File: src/rtl/alarm_cmp_pkg.sv
package alarm_cmp_pkg;
  localparam int NUM_FIELDS = 6;
  localparam int BYTE_W     = 8;
  localparam int EN_BIT     = 7;

  typedef enum logic [2:0] {
    FLD_SEC   = 3'd0,
    FLD_MIN   = 3'd1,
    FLD_HOUR  = 3'd2,
    FLD_DATE  = 3'd3,
    FLD_MONTH = 3'd4,
    FLD_DOW   = 3'd5
  } field_e;

  // Value bits of each field that take part in a match
  function automatic logic [BYTE_W-1:0] field_mask(int idx);
    case (idx)
      FLD_SEC, FLD_MIN:   return 8'h7F;
      FLD_HOUR, FLD_DATE: return 8'h3F;
      FLD_MONTH:          return 8'h1F;
      default:            return 8'h07;
    endcase
  endfunction
endpackage

File: src/rtl/alarm_field_cmp.sv
module alarm_field_cmp
  import alarm_cmp_pkg::*;
#(
  parameter logic [BYTE_W-1:0] MASK = 8'h7F
) (
  input  logic [BYTE_W-1:0] tm_byte,
  input  logic [BYTE_W-1:0] al_byte,
  output logic              en,
  output logic              eq
);
  always_comb begin
    en = al_byte[EN_BIT];
    eq = ((tm_byte ^ al_byte) & MASK) == '0;
  end
endmodule

File: src/rtl/alarm_bank_match.sv
module alarm_bank_match
  import alarm_cmp_pkg::*;
#(
  parameter int NF = NUM_FIELDS
) (
  input  logic [NF*BYTE_W-1:0] time_bytes,
  input  logic [NF*BYTE_W-1:0] bank_bytes,
  output logic                 hit
);
  logic [NF-1:0] fld_en;
  logic [NF-1:0] fld_eq;

  for (genvar f = 0; f < NF; f++) begin : g_fld
    alarm_field_cmp #(.MASK(field_mask(f))) u_cmp (
      .tm_byte (time_bytes[f*BYTE_W +: BYTE_W]),
      .al_byte (bank_bytes[f*BYTE_W +: BYTE_W]),
      .en      (fld_en[f]),
      .eq      (fld_eq[f])
    );
  end

  // every enabled field equal, and at least one field enabled
  always_comb hit = (&(fld_eq | ~fld_en)) & (|fld_en);
endmodule

File: src/rtl/alarm_flag_reg.sv
module alarm_flag_reg (
  input  logic clk,
  input  logic rst,
  input  logic set_req,
  input  logic clr_req,
  output logic flag
);
  always_ff @(posedge clk) begin
    if (rst)          flag <= 1'b0;
    else if (set_req) flag <= 1'b1;
    else if (clr_req) flag <= 1'b0;
  end
endmodule

File: src/rtl/alarm_comparator.sv
module alarm_comparator
  import alarm_cmp_pkg::*;
#(
  parameter int NUM_ALARMS = 2
) (
  input  logic                                  clk,
  input  logic                                  rst,
  input  logic                                  tick,
  input  logic [NUM_FIELDS*BYTE_W-1:0]          time_regs,
  input  logic [NUM_ALARMS*NUM_FIELDS*BYTE_W-1:0] alarm_regs,
  input  logic [NUM_ALARMS-1:0]                 flag_clr,
  output logic [NUM_ALARMS-1:0]                 alarm_flag
);
  localparam int BANK_W = NUM_FIELDS * BYTE_W;

  logic [NUM_ALARMS-1:0] bank_hit;

  for (genvar b = 0; b < NUM_ALARMS; b++) begin : g_bank
    alarm_bank_match #(.NF(NUM_FIELDS)) u_match (
      .time_bytes (time_regs),
      .bank_bytes (alarm_regs[b*BANK_W +: BANK_W]),
      .hit        (bank_hit[b])
    );
    alarm_flag_reg u_flag (
      .clk     (clk),
      .rst     (rst),
      .set_req (tick & bank_hit[b]),
      .clr_req (flag_clr[b]),
      .flag    (alarm_flag[b])
    );
  end
endmodule

File: config.mk
export PLATFORM = sky130hd
export DESIGN_NAME = alarm_comparator
export DESIGN_NICKNAME = d
export VERILOG_FILES = /design/src/rtl/alarm_cmp_pkg.sv /design/src/rtl/alarm_field_cmp.sv /design/src/rtl/alarm_bank_match.sv /design/src/rtl/alarm_flag_reg.sv /design/src/rtl/alarm_comparator.sv
export SDC_FILE = /design/constraint.sdc
export NUM_CORES = 1
export LEC_CHECK = 0
export BUFFER_PORTS_ARGS = -buffer_cell sky130_fd_sc_hd__clkbuf_2
export CAP_MARGIN = 20
export CELL_PAD_IN_SITES_DETAIL_PLACEMENT = 0
export CELL_PAD_IN_SITES_GLOBAL_PLACEMENT = 1
export CORE_UTILIZATION = 16
export CTS_BUF_LIST = sky130_fd_sc_hd__clkbuf_4 sky130_fd_sc_hd__clkbuf_8
export DETAILED_ROUTE_END_ITERATION = 8
export PLACE_DENSITY_LB_ADDON = 0.3
export SLEW_MARGIN = 10
export SYNTH_ARGS = -nofsm -noshare
export SYNTH_HDL_FRONTEND = slang
export SYNTH_SLANG_ARGS = --single-unit
File: constraint.sdc
create_clock -name clk -period 1.4 [get_ports clk]
set_clock_uncertainty 0.05 [all_clocks]
set_input_delay 0.28 -clock clk [delete_from_list [all_inputs] [get_ports clk]]
set_output_delay 0.28 -clock clk [all_outputs]
set_load 0.05 [all_outputs]
==> results of run 1 <==
## logic make-up (layout without fill, tap and decap cells)
group / after synthesis / after routing / synth area share
xor gates and xnor gates: 68 / 68 / 0.656
and+or+nand+nor: 25 / 25 / 0.174
AOI/OAI and AO/OA: 14 / 14 / 0.110
DFF: 2 / 2 / 0.0441
buffers and inverters: 2 / 127 / 0.0165
## power groups by stage
| stage | Combinational [mW] | Clock (mW) | Sequential [mW] |
|---|---|---|---|
| after global placement | 0.437 | 0 | 0.0587 |
| after floorplan | 0.188 | 0 | 0.0587 |
| after CTS | 0.442 | 0.232 | 0.0581 |
| final | 0.433 | 0.223 | 0.0581 |
| after detailed placement | 0.439 | 0 | 0.0587 |
| after global routing | 0.484 | 0.236 | 0.0581 |
## synth_stat cells, drive strengths merged
cell,count
a21oi,2
nand2,2
nand3,6
xnor2,44
o21ai,2
nor3,2
nand4,10
o31ai,6
dfxtp,2
nor2b,1
xor2,24
nor2,2
o41ai,4
or4,2
buf,2
## stage by stage
step | utilization | instance area, um^2 | setup TNS, ps | power, mW
floorplan | - | 908 | 0 | 0.247
global placement | 0.295 | 1610 | -40.6 | 0.496
detailed placement | 0.295 | 1610 | -62.7 | 0.498
CTS | 0.302 | 1660 | 0 | 0.732
global route | 0.302 | 1660 | 0 | 0.778
finish | 0.302 | 1660 | 0 | 0.714
## tightest hold or removal path, delay by kind of cell
family,cells,cell delay [ps]
and+or+nand+nor,2,90
buffers and inverters,1,80
AOI/OAI and AO/OA,1,50
## how the worst min path moves through the flow
stage,endpoint,slack [ps],cells past startpoint
floorplan,g_bank[0].u_flag.flag,380,2
global placement,g_bank[1].u_flag.flag,400,2
detailed placement,g_bank[1].u_flag.flag,400,2
CTS,g_bank[0].u_flag.flag,290,4
global route,g_bank[0].u_flag.flag,300,4
finish,g_bank[1].u_flag.flag,290,4
## area by class of cell
| cell class | instances | area, um^2 |
|---|---|---|
| clock buffers | 3 | 41.3 |
| well taps | 72 | 90.1 |
| multi-input cells | 107 | 853 |
| fillers | 631 | 3820 |
| repair buffers | 124 | 631 |
| flip-flops and latches | 2 | 40.0 |
## metal layers
metal / up-vias / track usage / part of all wire
met4: 0 / 0.0396 / 0.024
met1: 513 / 0.117 / 0.37
li1: 647 / - / -
met2: 70 / 0.219 / 0.51
met5: - / 0 / 0
met3: 8 / 0.0365 / 0.092
==> results.cfg, run 1 <==
[worst_setup_path]
end_kind = flip-flop
slowest_delay_ps = 320
worstPathArrival_ps = 1280
reg2reg_slack_ps = 830
path_buf_inv = 1
reg2reg_to = g_bank[0].u_flag.flag
crit_chain = clkbuf_2, xnor2_1, nand3_1, o31ai_1, nand4_1, o21ai_1
critPathLaunchType = primary input
crit_family = compound AO/OA/AOI/OAI gates
cp_data_required_time_ps = 1490
reg2reg_from = g_bank[0].u_flag.flag
path_depth = 6
critPathKind = in -> reg
slowest_stage = o31ai_1
path_max_fanout = 2
r2r_cells = 2
crit_start = time_regs[35]
cp-endpoint = g_bank[0].u_flag.flag

[logic_synthesis]
netlist_area_um2 = 908
syn_inst = 111
synth_top_area_share = 0.424
yosysUniqueCellTypes = 17
synthTopCellsByArea = xnor2_1 42%, xor2_1 23%, nand4_1 6.9%
syn_avg_cell_area_um2 = 8.18
yosys_warnings = 0
yosys.area.top_type = xnor2_1
synth-seq-area-share = 0.0441
synthesis.nets = 260
yosys_register_bits = 2

[placed_design]
port_buffers = 120
gp_congestion = 0.785
dp_cells = 305
pre_cts_ws_ps = -48.3
dpl.hpwl_um = 3340

[route]
avgViaCountPerCell = 4.02
postRouteAntennaNets = 0
drt-initial-drc-count = 13
drcViolationCount = 0
wire_per_inst_um = 11.2
routed_wl_um = 3450
vias = 1238
drtPass1Iterations = 7

[die]
die_height_um = 77.3
coreArea_um2 = 5470
initial_utilization = 0.166
io_pins = 151
rows = 27
chipWidth_um = 77.3
dieArea_um2 = 5980

[sta]
whs_ps = 286
setup_viol = 0
fin_crit_ps = 1190
layout_setup_ws_ps = 212
slew_headroom = 0.764
fmax_ghz = 0.842
slew_viol_final = 0
max_slew.worst_pin.slew_ps = 349
rsz0062_at_grt = false
hold_viol = 0
min_period_over_period = 0.849

[global_routing]
antenna_found_initial = 0
grt_first_pass_wirelength_um = 5460
grt_overflow = 0
grtUsageTotal = 0.115
grt_max_degree = 4
grt_pass1_vias = 1300

[power_and_ir_drop]
ir_worst_vdd_uv = 296
p_sw_frac = 0.310
power_frac_comb = 0.606
p_per_area_nw_per_um2 = 431
p_int_mw = 0.493
p_seq_frac = 0.081
clkPwrFrac = 0.313
p_leak_nw = 0.795
switchingPower_mw = 0.221

[cells_and_area]
largest_register_ffs = 2
layout_commonest_cell = clkbuf_2
finalNetCount = 387
drive_above_1_share = 0.555
top_regs = g_bank.u_flag.flag: 2 flops
antenna_cells = 0
regMostFlops = g_bank.u_flag.flag
final_cells = 308
most-common-layout-cells = 120 x clkbuf_2, 44 x xnor2_1, 24 x xor2_1
flow.area_growth_from_synthesis_pct = 82.2

[cts]
cts-hold-fix-buffers = 0
htree_levels = 1
cts_root_buf = clkbuf_8
cts.sinks = 2
cts_setup_buffers = 0
post_cts_resized = 0
cts.path.max_buffers = 2
clock_latency_ps = 210
cts_tree = yes
cts.clk_slew.worst_paths_ps = 30
numCtsBuffers = 3

[status]
status = finished, final reports clean

[hold_path]
hp-class = in -> reg
hold_start = flag_clr[1]

[job]
maxCapViolCount = 0
No activity file was read; power rests on OpenSTA's default activity.
==> run 2: changes to the inputs <==
--- a/config.mk
+++ b/config.mk
@@ -5,11 +5,12 @@
 export SDC_FILE = /design/constraint.sdc
 export NUM_CORES = 1
 export LEC_CHECK = 0
+export ABC_AREA = 1
 export BUFFER_PORTS_ARGS = -buffer_cell sky130_fd_sc_hd__clkbuf_2
 export CAP_MARGIN = 20
 export CELL_PAD_IN_SITES_DETAIL_PLACEMENT = 0
 export CELL_PAD_IN_SITES_GLOBAL_PLACEMENT = 1
-export CORE_UTILIZATION = 16
+export CORE_UTILIZATION = 17
 export CTS_BUF_LIST = sky130_fd_sc_hd__clkbuf_4 sky130_fd_sc_hd__clkbuf_8
 export DETAILED_ROUTE_END_ITERATION = 8
 export PLACE_DENSITY_LB_ADDON = 0.3
==> constraint.sdc (replaced) <==
create_clock -name clk -period 1.05 [get_ports clk]
set_clock_uncertainty 0.05 [all_clocks]
set_input_delay 0.21 -clock clk [delete_from_list [all_inputs] [get_ports clk]]
set_output_delay 0.21 -clock clk [all_outputs]
set_load 0.05 [all_outputs]
==> run 2 against run 1 <==
Compared with the run above: die area up 39%; highest routed layer unchanged; global-route usage down 1.5 points; non-clock buffer count down 2; largest power group unchanged; area after synthesis up 49%.
==> results.cfg, run 2 <==
[status]
status = finished, final reports clean

[logic_synthesis]
yosys.area.top_type = nand2_1
synthesis.nets = 450
syn_inst = 301
synth-compound-area-share = 0.0185
yosysMostFrequentCell = nand2_1
synth_common_cells = 147 x nand2_1, 57 x inv_1, 38 x nor2_1
synth_top_family_by_area = simple AND/OR/NAND/NOR gates
synth-seq-area-share = 0.0295
synthMuxAreaShare = 0
yosys_register_bits = 2
synth_edf_count = 0
synthSimpleGateAreaFrac = 0.574
synth_fa_ha_area_frac = 0
yosysUniqueCellTypes = 14
netlist_area_um2 = 1360
synth_top_area_share = 0.407
yosys_warnings = 0
synth_xor_area_frac = 0.181
syn_avg_cell_area_um2 = 4.50
synth_flop_cell = dfxtp_1
async_flop_share = 0
synthTopCellsByArea = nand2_1 41%, inv_1 16%, nor2_1 11%

[cells_and_area]
multi_input_area_um2 = 1070
regArea_um2 = 40.0
most-common-layout-cells = 144 x nand2_1, 115 x clkbuf_2, 54 x inv_1
top_regs = g_bank.u_flag.flag: 2 flops
layout_commonest_cell = nand2_1
drive_above_1_share = 0.351
antenna_cells = 0
largest_register_ffs = 2
utilization = 0.281
fillers = 922
regMostFlops = g_bank.u_flag.flag
finalNetCount = 575
flow.area_growth_from_synthesis_pct = 60.5

[global_routing]
antenna_found_initial = 0
grt_overflow = 0
grt_first_pass_wirelength_um = 6850
grt_pass1_vias = 1766
grt_max_degree = 5
grtUsageTotal = 0.101

[power_and_ir_drop]
p_leak_nw = 1.50
ir_worst_vdd_uv = 181
power_mw = 1.06
p_per_area_nw_per_um2 = 487

[route]
wire_per_inst_um = 7.63
routed_wl_um = 4010
drt-initial-drc-count = 24
drtPass1Iterations = 4
drcViolationCount = 0
vias = 1907
avgViaCountPerCell = 3.63
postRouteAntennaNets = 0

[sta]
slew_viol_final = 0
whs_ps = 127
fin_crit_ps = 1010
tns_ps = 0
min_period_over_period = 0.965
fmax_ghz = 0.987
rsz0062_at_grt = true
layout_setup_ws_ps = 36.7
slew_headroom = 0.893
setup_viol = 0
max_slew.worst_pin.slew_ps = 162
hold_viol = 0

[cts]
numCtsBuffers = 3
cts-hold-fix-buffers = 0
clock_latency_ps = 210
cts_root_buf = clkbuf_8
cts.sinks = 2
cts_tree = yes
htree_levels = 1
cts.clk_slew.worst_paths_ps = 30
cts.path.max_buffers = 2

[placed_design]
port_buffers = 120
pre_cts_ws_ps = -208
dpl.hpwl_um = 3880
gp_congestion = 0.732

[die]
dieArea_um2 = 8330
rows = 32
chipWidth_um = 91.3
initial_utilization = 0.175
io_pins = 151
die_height_um = 91.3
coreArea_um2 = 7730

[worst_setup_path]
critPathLaunchType = primary input
cpMostUsedCell = nand2_1
crit_family = simple AND/OR/NAND/NOR gates
cp_data_required_time_ps = 1140
end_kind = flip-flop
worstPathArrival_ps = 1110
slowest_delay_ps = 130
crit_chain = buf_8, xnor2_2, nand2_1, nor2_2, nand2_1, nand2_1, nand2_1, nor2_1, nand2_1, a21oi_1
path_max_fanout = 3
critPathKind = in -> reg
path_buf_inv = 1
slowest_stage = xnor2_2

[hold_path]
hp-class = in -> reg

[job]
maxCapViolCount = 0
[run 2: cell types whose count changed in the layout (fill, tap and decap cells not counted), sizes merged, moves of 4 or more]
| cell | before | now |
|---|---|---|
| clkbuf | 123 | 119 |
| o41ai | 4 | 0 |
| nand3 | 6 | 13 |
| xnor2 | 44 | 13 |
| inv | 0 | 67 |
| nand4 | 10 | 0 |
| xor2 | 24 | 15 |
| nand2 | 2 | 148 |
| nor2 | 2 | 38 |
| o31ai | 6 | 0 |
[run 2: final timing paths]
path	start	end	slack, ps	cells past startpoint
min	rst	g_bank[0].u_flag.flag	130	2
max reg2reg	g_bank[0].u_flag.flag	g_bank[0].u_flag.flag	440	2
min reg2reg	g_bank[1].u_flag.flag	g_bank[1].u_flag.flag	420	2
max	time_regs[9]	g_bank[1].u_flag.flag	40	10
[run 2: what timing repair did]
action	4_1_cts	5_1_grt
buffers inserted	0	1
pin swaps	0	11
resized for setup	2	21
setup endpoints to repair	2	3
[run 2: worst reg2reg max path, delay by kind of cell (launching register included)]
family           cells  cell delay (ps)
AO/OA/AOI/OAI        1              120
AND/OR/NAND/NOR      1               70
flip-flops           1              310
[run 2: through the flow]
stage | cells | area [um^2]
2_1_floorplan | 301 | 1360
4_1_cts | 525 | 2120
5_1_grt | 526 | 2170
3_3_place_gp | 522 | 2080
3_5_place_dp | 522 | 2080
6_report | 526 | 2170
[run 2: layer usage]
metal | wire (um) | track usage | vias to the layer above
met4 | 21 | 0.0278 | 0
met5 | 0 | 0 | -
met1 | 1740 | 0.120 | 736
met2 | 1990 | 0.183 | 65
met3 | 260 | 0.0176 | 2
li1 | - | - | 1104
[run 2: report_power, final]
| part | internal, mW | total [mW] | switching [mW] | leakage (nW) |
|---|---|---|---|---|
| registers | 0.0772 | 0.0774 | 0.000249 | 0.0161 |
| clock network | 0.242 | 0.299 | 0.0571 | 0.0216 |
| logic | 0.348 | 0.682 | 0.333 | 1.46 |
| total | 0.668 | 1.06 | 0.390 | 1.50 |
[run 2: logic make-up (layout without fill, tap and decap cells)]
family	count (synthesis)	count (layout)
compound gates	3	3
flops	2	2
simple gates	199	199
buf+inv	69	192
xor+xnor	28	28
[run 2: layout make-up]
type,instances,area share
multi-input combinational,230,0.493
timing repair buffer,122,0.296
inverter,67,0.116
tap,102,0.0587
clock buffer,3,0.0190
sequential,2,0.0184
